File: src/rtl/ecc_inj_pkg.sv
package ecc_inj_pkg;

    localparam int CFG_W      = 32;
    localparam int ANY_BIT    = 31;
    localparam int NUM_FIELDS = 6;
    localparam int NUM_HALVES = 2;

    typedef enum logic [3:0] {
        SEL_DIMM = 4'd0,
        SEL_RANK = 4'd1,
        SEL_CHAN = 4'd2,
        SEL_BANK = 4'd3,
        SEL_PAGE = 4'd4,
        SEL_COL  = 4'd5,
        SEL_MASK = 4'd6,
        SEL_SECT = 4'd7,
        SEL_TYPE = 4'd8,
        SEL_ARM  = 4'd9
    } cfg_sel_e;

    // packed msb first: par_en is type bit 2, rep_en is bit 0
    typedef struct packed {
        logic par_en;
        logic ecc_en;
        logic rep_en;
    } inj_type_t;

    typedef struct packed {
        logic done;
        logic armed;
    } inj_stat_t;

    function automatic logic field_ok(input logic any, input logic [CFG_W-1:0] want,
                                      input logic [CFG_W-1:0] got);
        return any || (want == got);
    endfunction

endpackage

File: src/rtl/inj_regs.sv
module inj_regs
    import ecc_inj_pkg::*;
#(
    parameter int DIMM_W = 2,
    parameter int RANK_W = 2,
    parameter int CHAN_W = 2,
    parameter int BANK_W = 3,
    parameter int PAGE_W = 16,
    parameter int COL_W  = 10,
    parameter int MASK_W = 32
) (
    input  logic                  clk,
    input  logic                  rst,
    input  logic                  cfg_we,
    input  logic [3:0]            cfg_addr,
    input  logic [CFG_W-1:0]      cfg_wdata,
    output logic [CFG_W-1:0]      cfg_rdata,
    input  logic                  fire,
    output logic [NUM_FIELDS-1:0] any_q,
    output logic [DIMM_W-1:0]     dimm_q,
    output logic [RANK_W-1:0]     rank_q,
    output logic [CHAN_W-1:0]     chan_q,
    output logic [BANK_W-1:0]     bank_q,
    output logic [PAGE_W-1:0]     page_q,
    output logic [COL_W-1:0]      col_q,
    output logic [MASK_W-1:0]     mask_q,
    output logic [1:0]            sect_q,
    output inj_type_t             type_q,
    output inj_stat_t             stat_q
);
    cfg_sel_e sel;
    assign sel = cfg_sel_e'(cfg_addr);

    always_ff @(posedge clk) begin
        if (rst) begin
            any_q  <= '1;
            dimm_q <= '0;
            rank_q <= '0;
            chan_q <= '0;
            bank_q <= '0;
            page_q <= '0;
            col_q  <= '0;
            mask_q <= '0;
            sect_q <= '0;
            type_q <= '0;
        end else if (cfg_we) begin
            case (sel)
                SEL_DIMM: begin any_q[0] <= cfg_wdata[ANY_BIT]; dimm_q <= cfg_wdata[DIMM_W-1:0]; end
                SEL_RANK: begin any_q[1] <= cfg_wdata[ANY_BIT]; rank_q <= cfg_wdata[RANK_W-1:0]; end
                SEL_CHAN: begin any_q[2] <= cfg_wdata[ANY_BIT]; chan_q <= cfg_wdata[CHAN_W-1:0]; end
                SEL_BANK: begin any_q[3] <= cfg_wdata[ANY_BIT]; bank_q <= cfg_wdata[BANK_W-1:0]; end
                SEL_PAGE: begin any_q[4] <= cfg_wdata[ANY_BIT]; page_q <= cfg_wdata[PAGE_W-1:0]; end
                SEL_COL:  begin any_q[5] <= cfg_wdata[ANY_BIT]; col_q  <= cfg_wdata[COL_W-1:0];  end
                SEL_MASK: mask_q <= cfg_wdata[MASK_W-1:0];
                SEL_SECT: sect_q <= cfg_wdata[1:0];
                SEL_TYPE: type_q <= inj_type_t'(cfg_wdata[2:0]);
                default:  ;
            endcase
        end
    end

    // arm / done state: a register write to the arm offset takes priority over an injection
    always_ff @(posedge clk) begin
        if (rst) begin
            stat_q <= '0;
        end else if (cfg_we && sel == SEL_ARM) begin
            stat_q.armed <= |cfg_wdata;
            stat_q.done  <= 1'b0;
        end else if (fire) begin
            stat_q.done <= 1'b1;
            if (!type_q.rep_en) stat_q.armed <= 1'b0;
        end
    end

    always_comb begin
        cfg_rdata = '0;
        case (sel)
            SEL_DIMM: begin cfg_rdata[ANY_BIT] = any_q[0]; cfg_rdata[DIMM_W-1:0] = dimm_q; end
            SEL_RANK: begin cfg_rdata[ANY_BIT] = any_q[1]; cfg_rdata[RANK_W-1:0] = rank_q; end
            SEL_CHAN: begin cfg_rdata[ANY_BIT] = any_q[2]; cfg_rdata[CHAN_W-1:0] = chan_q; end
            SEL_BANK: begin cfg_rdata[ANY_BIT] = any_q[3]; cfg_rdata[BANK_W-1:0] = bank_q; end
            SEL_PAGE: begin cfg_rdata[ANY_BIT] = any_q[4]; cfg_rdata[PAGE_W-1:0] = page_q; end
            SEL_COL:  begin cfg_rdata[ANY_BIT] = any_q[5]; cfg_rdata[COL_W-1:0]  = col_q;  end
            SEL_MASK: cfg_rdata[MASK_W-1:0] = mask_q;
            SEL_SECT: cfg_rdata[1:0] = sect_q;
            SEL_TYPE: cfg_rdata[2:0] = type_q;
            SEL_ARM:  cfg_rdata[1:0] = stat_q;
            default:  cfg_rdata = '0;
        endcase
    end

endmodule

File: src/rtl/inj_match.sv
module inj_match
    import ecc_inj_pkg::*;
#(
    parameter int DIMM_W = 2,
    parameter int RANK_W = 2,
    parameter int CHAN_W = 2,
    parameter int BANK_W = 3,
    parameter int PAGE_W = 16,
    parameter int COL_W  = 10
) (
    input  logic [NUM_FIELDS-1:0] any_q,
    input  logic [DIMM_W-1:0]     dimm_q,
    input  logic [RANK_W-1:0]     rank_q,
    input  logic [CHAN_W-1:0]     chan_q,
    input  logic [BANK_W-1:0]     bank_q,
    input  logic [PAGE_W-1:0]     page_q,
    input  logic [COL_W-1:0]      col_q,
    input  logic [DIMM_W-1:0]     acc_dimm,
    input  logic [RANK_W-1:0]     acc_rank,
    input  logic [CHAN_W-1:0]     acc_chan,
    input  logic [BANK_W-1:0]     acc_bank,
    input  logic [PAGE_W-1:0]     acc_page,
    input  logic [COL_W-1:0]      acc_col,
    output logic                  addr_hit
);
    logic [NUM_FIELDS-1:0] ok;

    always_comb begin
        ok[0] = field_ok(any_q[0], CFG_W'(dimm_q), CFG_W'(acc_dimm));
        ok[1] = field_ok(any_q[1], CFG_W'(rank_q), CFG_W'(acc_rank));
        ok[2] = field_ok(any_q[2], CFG_W'(chan_q), CFG_W'(acc_chan));
        ok[3] = field_ok(any_q[3], CFG_W'(bank_q), CFG_W'(acc_bank));
        ok[4] = field_ok(any_q[4], CFG_W'(page_q), CFG_W'(acc_page));
        ok[5] = field_ok(any_q[5], CFG_W'(col_q),  CFG_W'(acc_col));
    end

    assign addr_hit = &ok;

endmodule

File: src/rtl/inj_apply.sv
module inj_apply
    import ecc_inj_pkg::*;
#(
    parameter int DATA_W = 64,
    localparam int HALF_W = DATA_W / NUM_HALVES
) (
    input  logic                  fire,
    input  logic [NUM_HALVES-1:0] sect_q,
    input  inj_type_t             type_q,
    input  logic [HALF_W-1:0]     mask_q,
    input  logic [DATA_W-1:0]     acc_data,
    input  logic [NUM_HALVES-1:0] acc_par,
    output logic [DATA_W-1:0]     out_data,
    output logic [NUM_HALVES-1:0] out_par
);
    for (genvar h = 0; h < NUM_HALVES; h++) begin : g_half
        logic sel_h;
        assign sel_h = fire && sect_q[h];
        assign out_data[h*HALF_W +: HALF_W] =
            acc_data[h*HALF_W +: HALF_W] ^ ((sel_h && type_q.ecc_en) ? mask_q : '0);
        assign out_par[h] = acc_par[h] ^ (sel_h && type_q.par_en);
    end

endmodule

File: src/rtl/ecc_fault_inject.sv
module ecc_fault_inject
    import ecc_inj_pkg::*;
#(
    parameter int DIMM_W       = 2,
    parameter int RANK_W       = 2,
    parameter int CHAN_W       = 2,
    parameter int BANK_W       = 3,
    parameter int PAGE_W       = 16,
    parameter int COL_W        = 10,
    parameter int DATA_W       = 64,
    parameter bit TRIG_ON_READ = 1'b0
) (
    input  logic                  clk,
    input  logic                  rst,
    input  logic                  cfg_we,
    input  logic [3:0]            cfg_addr,
    input  logic [31:0]           cfg_wdata,
    output logic [31:0]           cfg_rdata,
    input  logic                  acc_valid,
    input  logic                  acc_write,
    input  logic [DIMM_W-1:0]     acc_dimm,
    input  logic [RANK_W-1:0]     acc_rank,
    input  logic [CHAN_W-1:0]     acc_chan,
    input  logic [BANK_W-1:0]     acc_bank,
    input  logic [PAGE_W-1:0]     acc_page,
    input  logic [COL_W-1:0]      acc_col,
    input  logic [DATA_W-1:0]     acc_data,
    input  logic [1:0]            acc_par,
    output logic [DATA_W-1:0]     out_data,
    output logic [1:0]            out_par,
    output logic                  inj_hit
);
    localparam int HALF_W = DATA_W / NUM_HALVES;

    logic [NUM_FIELDS-1:0] any_q;
    logic [DIMM_W-1:0]     dimm_q;
    logic [RANK_W-1:0]     rank_q;
    logic [CHAN_W-1:0]     chan_q;
    logic [BANK_W-1:0]     bank_q;
    logic [PAGE_W-1:0]     page_q;
    logic [COL_W-1:0]      col_q;
    logic [HALF_W-1:0]     mask_q;
    logic [1:0]            sect_q;
    inj_type_t             type_q;
    inj_stat_t             stat_q;
    logic                  addr_hit;
    logic                  fire;

    inj_regs #(
        .DIMM_W(DIMM_W), .RANK_W(RANK_W), .CHAN_W(CHAN_W),
        .BANK_W(BANK_W), .PAGE_W(PAGE_W), .COL_W(COL_W), .MASK_W(HALF_W)
    ) u_regs (
        .clk(clk), .rst(rst), .cfg_we(cfg_we), .cfg_addr(cfg_addr),
        .cfg_wdata(cfg_wdata), .cfg_rdata(cfg_rdata), .fire(fire),
        .any_q(any_q), .dimm_q(dimm_q), .rank_q(rank_q), .chan_q(chan_q),
        .bank_q(bank_q), .page_q(page_q), .col_q(col_q), .mask_q(mask_q),
        .sect_q(sect_q), .type_q(type_q), .stat_q(stat_q)
    );

    inj_match #(
        .DIMM_W(DIMM_W), .RANK_W(RANK_W), .CHAN_W(CHAN_W),
        .BANK_W(BANK_W), .PAGE_W(PAGE_W), .COL_W(COL_W)
    ) u_match (
        .any_q(any_q), .dimm_q(dimm_q), .rank_q(rank_q), .chan_q(chan_q),
        .bank_q(bank_q), .page_q(page_q), .col_q(col_q),
        .acc_dimm(acc_dimm), .acc_rank(acc_rank), .acc_chan(acc_chan),
        .acc_bank(acc_bank), .acc_page(acc_page), .acc_col(acc_col),
        .addr_hit(addr_hit)
    );

    assign fire = stat_q.armed && addr_hit && acc_valid
               && (acc_write || TRIG_ON_READ)
               && (sect_q != 2'b00)
               && (type_q.ecc_en || type_q.par_en);

    inj_apply #(.DATA_W(DATA_W)) u_apply (
        .fire(fire), .sect_q(sect_q), .type_q(type_q), .mask_q(mask_q),
        .acc_data(acc_data), .acc_par(acc_par),
        .out_data(out_data), .out_par(out_par)
    );

    assign inj_hit = fire;

endmodule

File: config.mk
export PLATFORM = sky130hd
export DESIGN_NAME = ecc_fault_inject
export DESIGN_NICKNAME = d
export VERILOG_FILES = /design/src/rtl/ecc_inj_pkg.sv /design/src/rtl/inj_regs.sv /design/src/rtl/inj_match.sv /design/src/rtl/inj_apply.sv /design/src/rtl/ecc_fault_inject.sv
export SDC_FILE = /design/constraint.sdc
export NUM_CORES = 1
export LEC_CHECK = 0
export CAP_MARGIN = 5
export CORE_ASPECT_RATIO = 1.1
export CORE_MARGIN = 2
export CORE_UTILIZATION = 43
export CTS_CLUSTER_SIZE = 25
export DETAILED_ROUTE_END_ITERATION = 10
export PLACE_DENSITY = 0.9
export SYNTH_ARGS = -nofsm -noshare
export SYNTH_HDL_FRONTEND = slang
export SYNTH_SLANG_ARGS = --single-unit
export TNS_END_PERCENT = 20
File: constraint.sdc
create_clock -name clk -period 7.05 [get_ports clk]
set_input_delay 1.0575 -clock clk [delete_from_list [all_inputs] [get_ports clk]]
set_output_delay 1.0575 -clock clk [all_outputs]
set_load 0.01 [all_outputs]
==> results of run 1 <==
-- critical path, cell delays in order --
cell	delay, ps
clkdlybuf4s50_1	480
xnor2_1	120
a21oi_1	90
or4_1	610
nor4_4	280
buf_4	580
nand4_1	250
xnor2_1	350
clkdlybuf4s50_1	600
-- flip-flops by register name (all words and copies together), names as in the netlist --
| register | cells |
|---|---|
| u_regs.any_q | 6 |
| u_regs.bank_q | 3 |
| u_regs.chan_q | 2 |
| u_regs.col_q | 10 |
| u_regs.dimm_q | 2 |
| u_regs.mask_q | 32 |
| u_regs.page_q | 16 |
| u_regs.rank_q | 2 |
| u_regs.sect_q | 2 |
| u_regs.stat_q | 2 |
| u_regs.type_q | 3 |
-- synthesized netlist by cell type (2+ instances only) --
cell / instances
buf_1: 11
and3_1: 18
xnor2_1: 77
o21ai_0: 7
mux4_2: 2
a31oi_1: 3
nor2_1: 47
nor4_1: 16
nand3b_1: 6
a211o_1: 4
clkbuf_1: 39
mux2i_1: 34
dfxtp_1: 80
a22oi_1: 2
o22ai_1: 2
nand4_1: 68
nor3b_1: 3
a21oi_1: 70
xor2_1: 24
nand2_1: 118
buf_2: 7
nand3_1: 12
nand2b_1: 3
nor3_1: 3
a41oi_1: 2
nor2b_1: 6
-- through the flow --
stage | instances | area [um^2]
after floorplan | 670 | 5100
after global placement | 1015 | 7550
after detailed placement | 1015 | 7550
after CTS | 1030 | 7840
after global routing | 1030 | 7840
final | 1030 | 7840
-- path summary, 6_finish.rpt --
path / slack (ps) / to / start / cells after the start
worst min-delay path: 480 / u_regs.page_q[9]$_SDFFE_PP0P_ / u_regs.page_q[9]$_SDFFE_PP0P_ / 2
worst min register to register: 480 / u_regs.page_q[9]$_SDFFE_PP0P_ / u_regs.page_q[9]$_SDFFE_PP0P_ / 2
worst max register to register: 3890 / u_regs.stat_q[0]$_SDFFE_PP0P_ / u_regs.type_q[1]$_SDFFE_PP0P_ / 8
worst max-delay path: 1510 / out_data[1] / acc_dimm[1] / 9
-- area by class of cell --
type                    count  area share [%]
multi-input cells         531            41.6
repair buffers            254            31.9
flip-flops and latches     80            20.4
clock buffers              11            3.10
well taps                 150            2.39
clock inverters             4           0.574
-- routing by layer --
metal,vias to the layer above,GRT usage [%],routed length (um),share of wire [%]
met1,2718,39.5,8060,40
met3,55,4.85,1670,8.4
met2,368,51.8,9540,48
met4,0,11.1,707,3.5
met5,-,0,0,0
li1,2748,-,-,-
-- cells by family (layout without fill, tap and decap cells) --
kind of cell | Yosys count | count (layout) | share of synthesized area, %
AND/OR/NAND/NOR | 303 | 303 | 29.3
XOR/XNOR | 101 | 101 | 17.4
AO/OA/AOI/OAI | 91 | 91 | 9.67
flip-flops | 80 | 80 | 31.4
buffers and inverters | 59 | 269 | 4.74
multiplexers | 36 | 36 | 7.56
-- power breakdown --
group          leakage (uW)  internal [uW]  switching (uW)
combinational       0.00190            135            97.6
clock              0.000145            280             182
sequential         0.000647            458            6.85
total               0.00270            874             286
==> run_results.csv, run 1 <==
group,metric,value,unit
outcome,outcome,"completed",
clock_tree,ctsHoldBuffers,0,
sta,fmax,180,MHz
synth,synth_top_area_share,31.4,%
drt,antenna_left,0,
clock_tree,numCtsBuffers,9,
global_routing,grt_pass1_wl,30.8,mm
floorplan,die_h,118,um
global_routing,antenna_found_initial,0,
sta,fin_crit_sh,78.6,%
drt,routed_via_density,5.72,
global_routing,grt_max_degree,81,
pwr,irDropWorstVdd,0.000132,V
setup_path,startpoint_type,"input port",
layout,drive_above_1_share,3.98,%
sta,finalHoldViolCount,0,
clock_tree,clock_path_buffers,2,
clock_tree,clock-sinks,80,
sta,final_max_slew_viol_count,0,
setup_path,criticalPathCategory,"in -> out",
sta,period_needed,5540,ps
synth,synth-async-reset-ratio,0,%
synth,synth.net_count,812,
layout,seqCellArea,1600,um^2
placed_design,port_buffers,240,
sta,timing.hold.ws,484,ps
sta,tightest_slew,843,ps
sta,setup_violations,0,
floorplan,start_util,44.2,%
clock_tree,cts_tree,"done",
synth,syn_area,5100,um^2
synth,synth-edff-count,0,
floorplan,die-area,12700,um^2
sta,slew_headroom,43.8,%
layout,final_cell_mix,"clkdlybuf4s50_1 (239), nand2_1 (118), dfxtp_1 (79)",
drt,drt-total-wl,20.0,mm
global_routing,first_global_vias,5544,
sta,skew,5.12,ps
hold_path,hold_class,"reg -> reg",
synth,synth_area_leaders,"dfxtp_1 (31%), xnor2_1 (13%), nand2_1 (8.7%), nand4_1 (8.3%), a21oi_1 (6.9%)",
synth,ys_seq_elements,80,
flow_run,cap_violations,0,
layout,layout.cells.most_common,"clkdlybuf4s50_1",
layout,fillers,938,
layout,fin_util,67.9,%
setup_path,cp.arrival,4480,ps
setup_path,crit_path_end_kind,"output port",
layout,area_delta_synth_final,53.9,%
pwr,powerDensity,148,nW/um^2
drt,drc,0,
drt,via_count,5889,
layout,antennaDiodeCount,0,
drt,drtPass1Iterations,6,
synth,synth_top_area_cell,"dfxtp_1",
placed_design,gp_congestion,0.916,
synth,syn_area_per_cell,7.61,um^2
pwr,power,1160,uW
setup_path,cp.required,5990,ps
clock_tree,ctsRootBufferMaster,"clkbuf_16",
drt,wl_per_cell,19.4,um
synth,ys_seq_area_share,31.4,%
floorplan,fp.coreArea,11500,um^2
sta,setup_ws,1510,ps
clock_tree,path_clk_slew,60,ps
placed_design,dp_hpwl,14.7,mm
clock_tree,clk_latency,330,ps
layout,multi_input_area,3260,um^2
clock_tree,ctsResizeCount,0,
placed_design,pre_cts_ws,1670,ps
pwr,total_leakage_power,0.00270,uW
global_routing,grt-ovfl-total,0,
sta,fin_tns_setup,0,ps
synth,yosysWarnings,0,
global_routing,grt_usage,30.8,%
setup_path,path_max_fanout,69,
clock_tree,h-tree-depth,3,
clock_tree,post_cts_buffers,0,
sta,grt_setup_unrepaired,"false",
floorplan,die_x,108,um
synth,ys.flop_type,"dfxtp_1",
synth,synth.distinct_cells,32,
floorplan,io_pins,241,
layout,fin_nets,1018,
drt,drt_iter0_markers,663,
synth,synthCells,670,
floorplan,rows,41,
(Power assumes the default switching activity.)
==> run 2, diff against run 1 <==
Settings changed: CORE_UTILIZATION 43 to 42, PLACE_DENSITY 0.9 to 0.88.
Clock period 7.05 ns to 5.6 ns, I/O delays scaled along.
==> run 2 against run 1 <==
Compared with the run above:
- register-to-register slack got worse by 1100 ps
- sequential share of layout area shrank 0.18 points
- non-clock buffer count increased by 1
- clock skew increased by 1.6 ps
- combinational power up 25%
- critical path depth is the same
- sequential cell count stayed put
- final cell count rose by 0.58%
- cell area up 0.91%
- total power up 35%
- setup slack worse by 630 ps
- global-route usage shrank 1.4 points
- critical endpoint is now out_data[58]
- highest routed layer unchanged
==> run_results.csv, run 2 (synthesis results as in run 1) <==
group,metric,value,unit
pwr,powerDensity,198,nW/um^2
sta,fmax,212,MHz
sta,finalHoldViolCount,0,
clock_tree,clk_latency,340,ps
floorplan,rows,42,
layout,fin_nets,1019,
setup_path,startpoint_type,"input port",
sta,tightest_slew,1100,ps
hold_path,hold_class,"reg -> reg",
placed_design,dp_hpwl,14.3,mm
setup_path,crit_path_end,"out_data[58]",
drt,drtPass1Iterations,5,
setup_path,crit_slowest_cell,"or4_1",
placed_design,port_buffers,240,
clock_tree,numCtsBuffers,9,
setup_path,max_stage_delay,620,ps
placed_design,gp_congestion,0.939,
floorplan,die-area,13000,um^2
setup_path,crit_path_end_kind,"output port",
pwr,irDropWorstVdd,0.000134,V
placed_design,pre_cts_ws,878,ps
setup_path,r2r-end,"u_regs.stat_q[0]$_SDFFE_PP0P_",
clock_tree,cts_tree,"done",
setup_path,crit_path_start,"acc_dimm[1]",
flow_run,cap_violations,0,
floorplan,start_util,42.7,%
clock_tree,path_clk_slew,60,ps
layout,regMostFlops,"u_regs.mask_q",
global_routing,grt-ovfl-total,0,
layout,largestRegisters,"u_regs.mask_q: 32 flops, u_regs.page_q: 16 flops, u_regs.col_q: 10 flops",
drt,antenna_left,0,
floorplan,die_x,109,um
sta,fin_crit_sh,84.2,%
clock_tree,clock-sinks,80,
layout,antennaDiodeCount,0,
setup_path,cp.arrival,3880,ps
floorplan,io_pins,241,
drt,drc,0,
global_routing,grt_usage,29.4,%
drt,wl_per_cell,18.7,um
sta,timing.hold.ws,484,ps
sta,setup_ws,883,ps
floorplan,fp.coreArea,11900,um^2
layout,layout.cells.most_common,"clkdlybuf4s50_1",
drt,via_count,5822,
sta,fin_tns_setup,0,ps
clock_tree,ctsRootBufferMaster,"clkbuf_16",
setup_path,path_max_fanout,35,
setup_path,reg2reg_depth,8,
global_routing,grt_pass1_wl,29.6,mm
sta,final_max_slew_viol_count,0,
setup_path,crit_chain,"clkdlybuf4s50_1, xnor2_1, a21oi_1, or4_1, nor4_4, buf_4, nand4_1, xnor2_1, clkdlybuf4s50_1",
sta,skew,6.76,ps
pwr,power,1570,uW
sta,period_needed,4720,ps
clock_tree,clock_path_buffers,2,
setup_path,criticalPathCategory,"in -> out",
layout,area_delta_synth_final,55.3,%
drt,routed_via_density,5.62,
floorplan,die_h,120,um
clock_tree,ctsHoldBuffers,0,
global_routing,first_global_vias,5398,
layout,largest_reg_flops,32,
sta,slew_headroom,26.0,%
setup_path,rrSetupSlack,2810,ps
clock_tree,post_cts_buffers,0,
setup_path,cp.required,4760,ps
clock_tree,ctsResizeCount,0,
pwr,total_leakage_power,0.00272,uW
setup_path,rr_startpoint,"u_regs.sect_q[0]$_SDFFE_PP0P_",
sta,grt_setup_unrepaired,"false",
layout,drive_above_1_share,4.20,%
drt,drt_iter0_markers,583,
global_routing,antenna_found_initial,0,
layout,final_cell_mix,"clkdlybuf4s50_1 (239), nand2_1 (118), dfxtp_1 (79)",
drt,drt-total-wl,19.4,mm
outcome,outcome,"completed",
global_routing,grt_max_degree,81,
clock_tree,h-tree-depth,3,
sta,setup_violations,0,
-- run 2: power by group --
| group | internal [uW] | total (uW) | switching [uW] |
|---|---|---|---|
| Sequential | 577 | 585 | 8.27 |
| Combinational | 171 | 292 | 122 |
| Clock | 448 | 693 | 244 |
-- run 2: cell type report --
cell class | count | area [um^2]
clock buffers | 11 | 243
well taps | 154 | 193
multi-input cells | 531 | 3260
clock inverters | 5 | 104
flip-flops and latches | 80 | 1600
fillers | 974 | 4020
repair buffers | 255 | 2510
-- run 2: worst min path at each step --
stage | start | end | slack (ps) | depth (start not counted)
floorplan | u_regs.any_q[2]$_SDFFE_PP1P_ | u_regs.any_q[2]$_SDFFE_PP1P_ | 450 | 1
global placement | u_regs.page_q[6]$_SDFFE_PP0P_ | u_regs.page_q[6]$_SDFFE_PP0P_ | 470 | 2
detailed placement | u_regs.page_q[0]$_SDFFE_PP0P_ | u_regs.page_q[0]$_SDFFE_PP0P_ | 470 | 2
CTS | u_regs.page_q[0]$_SDFFE_PP0P_ | u_regs.page_q[0]$_SDFFE_PP0P_ | 480 | 2
global route | u_regs.page_q[0]$_SDFFE_PP0P_ | u_regs.page_q[0]$_SDFFE_PP0P_ | 500 | 2
finish | u_regs.page_q[6]$_SDFFE_PP0P_ | u_regs.page_q[6]$_SDFFE_PP0P_ | 480 | 2
-- run 2: critical path: cells and delay by family --
family	cells	cell delay, ps
xor+xnor	2	400
compound gates	1	100
simple gates	3	1100
buf+inv	3	1430
-- run 2: per-layer routing --
layer  global-route usage [%]  vias to the layer above  share of wire, %
li1                         -                     2748                 -
met1                     38.6                     2715                40
met2                     47.0                      308                48
met3                     4.02                       51               8.1
met4                     14.4                        0               4.0
met5                        0                        -                 0
-- run 2: stage by stage --
| stage | util, % | instance area [um^2] | instances |
|---|---|---|---|
| 6_report | 66.3 | 7910 | 1036 |
| 5_1_grt | 66.3 | 7910 | 1036 |
| 4_1_cts | 66.3 | 7910 | 1036 |
| 3_5_place_dp | 63.4 | 7570 | 1020 |
| 3_3_place_gp | 63.4 | 7570 | 1020 |
| 2_1_floorplan | - | 5100 | 670 |
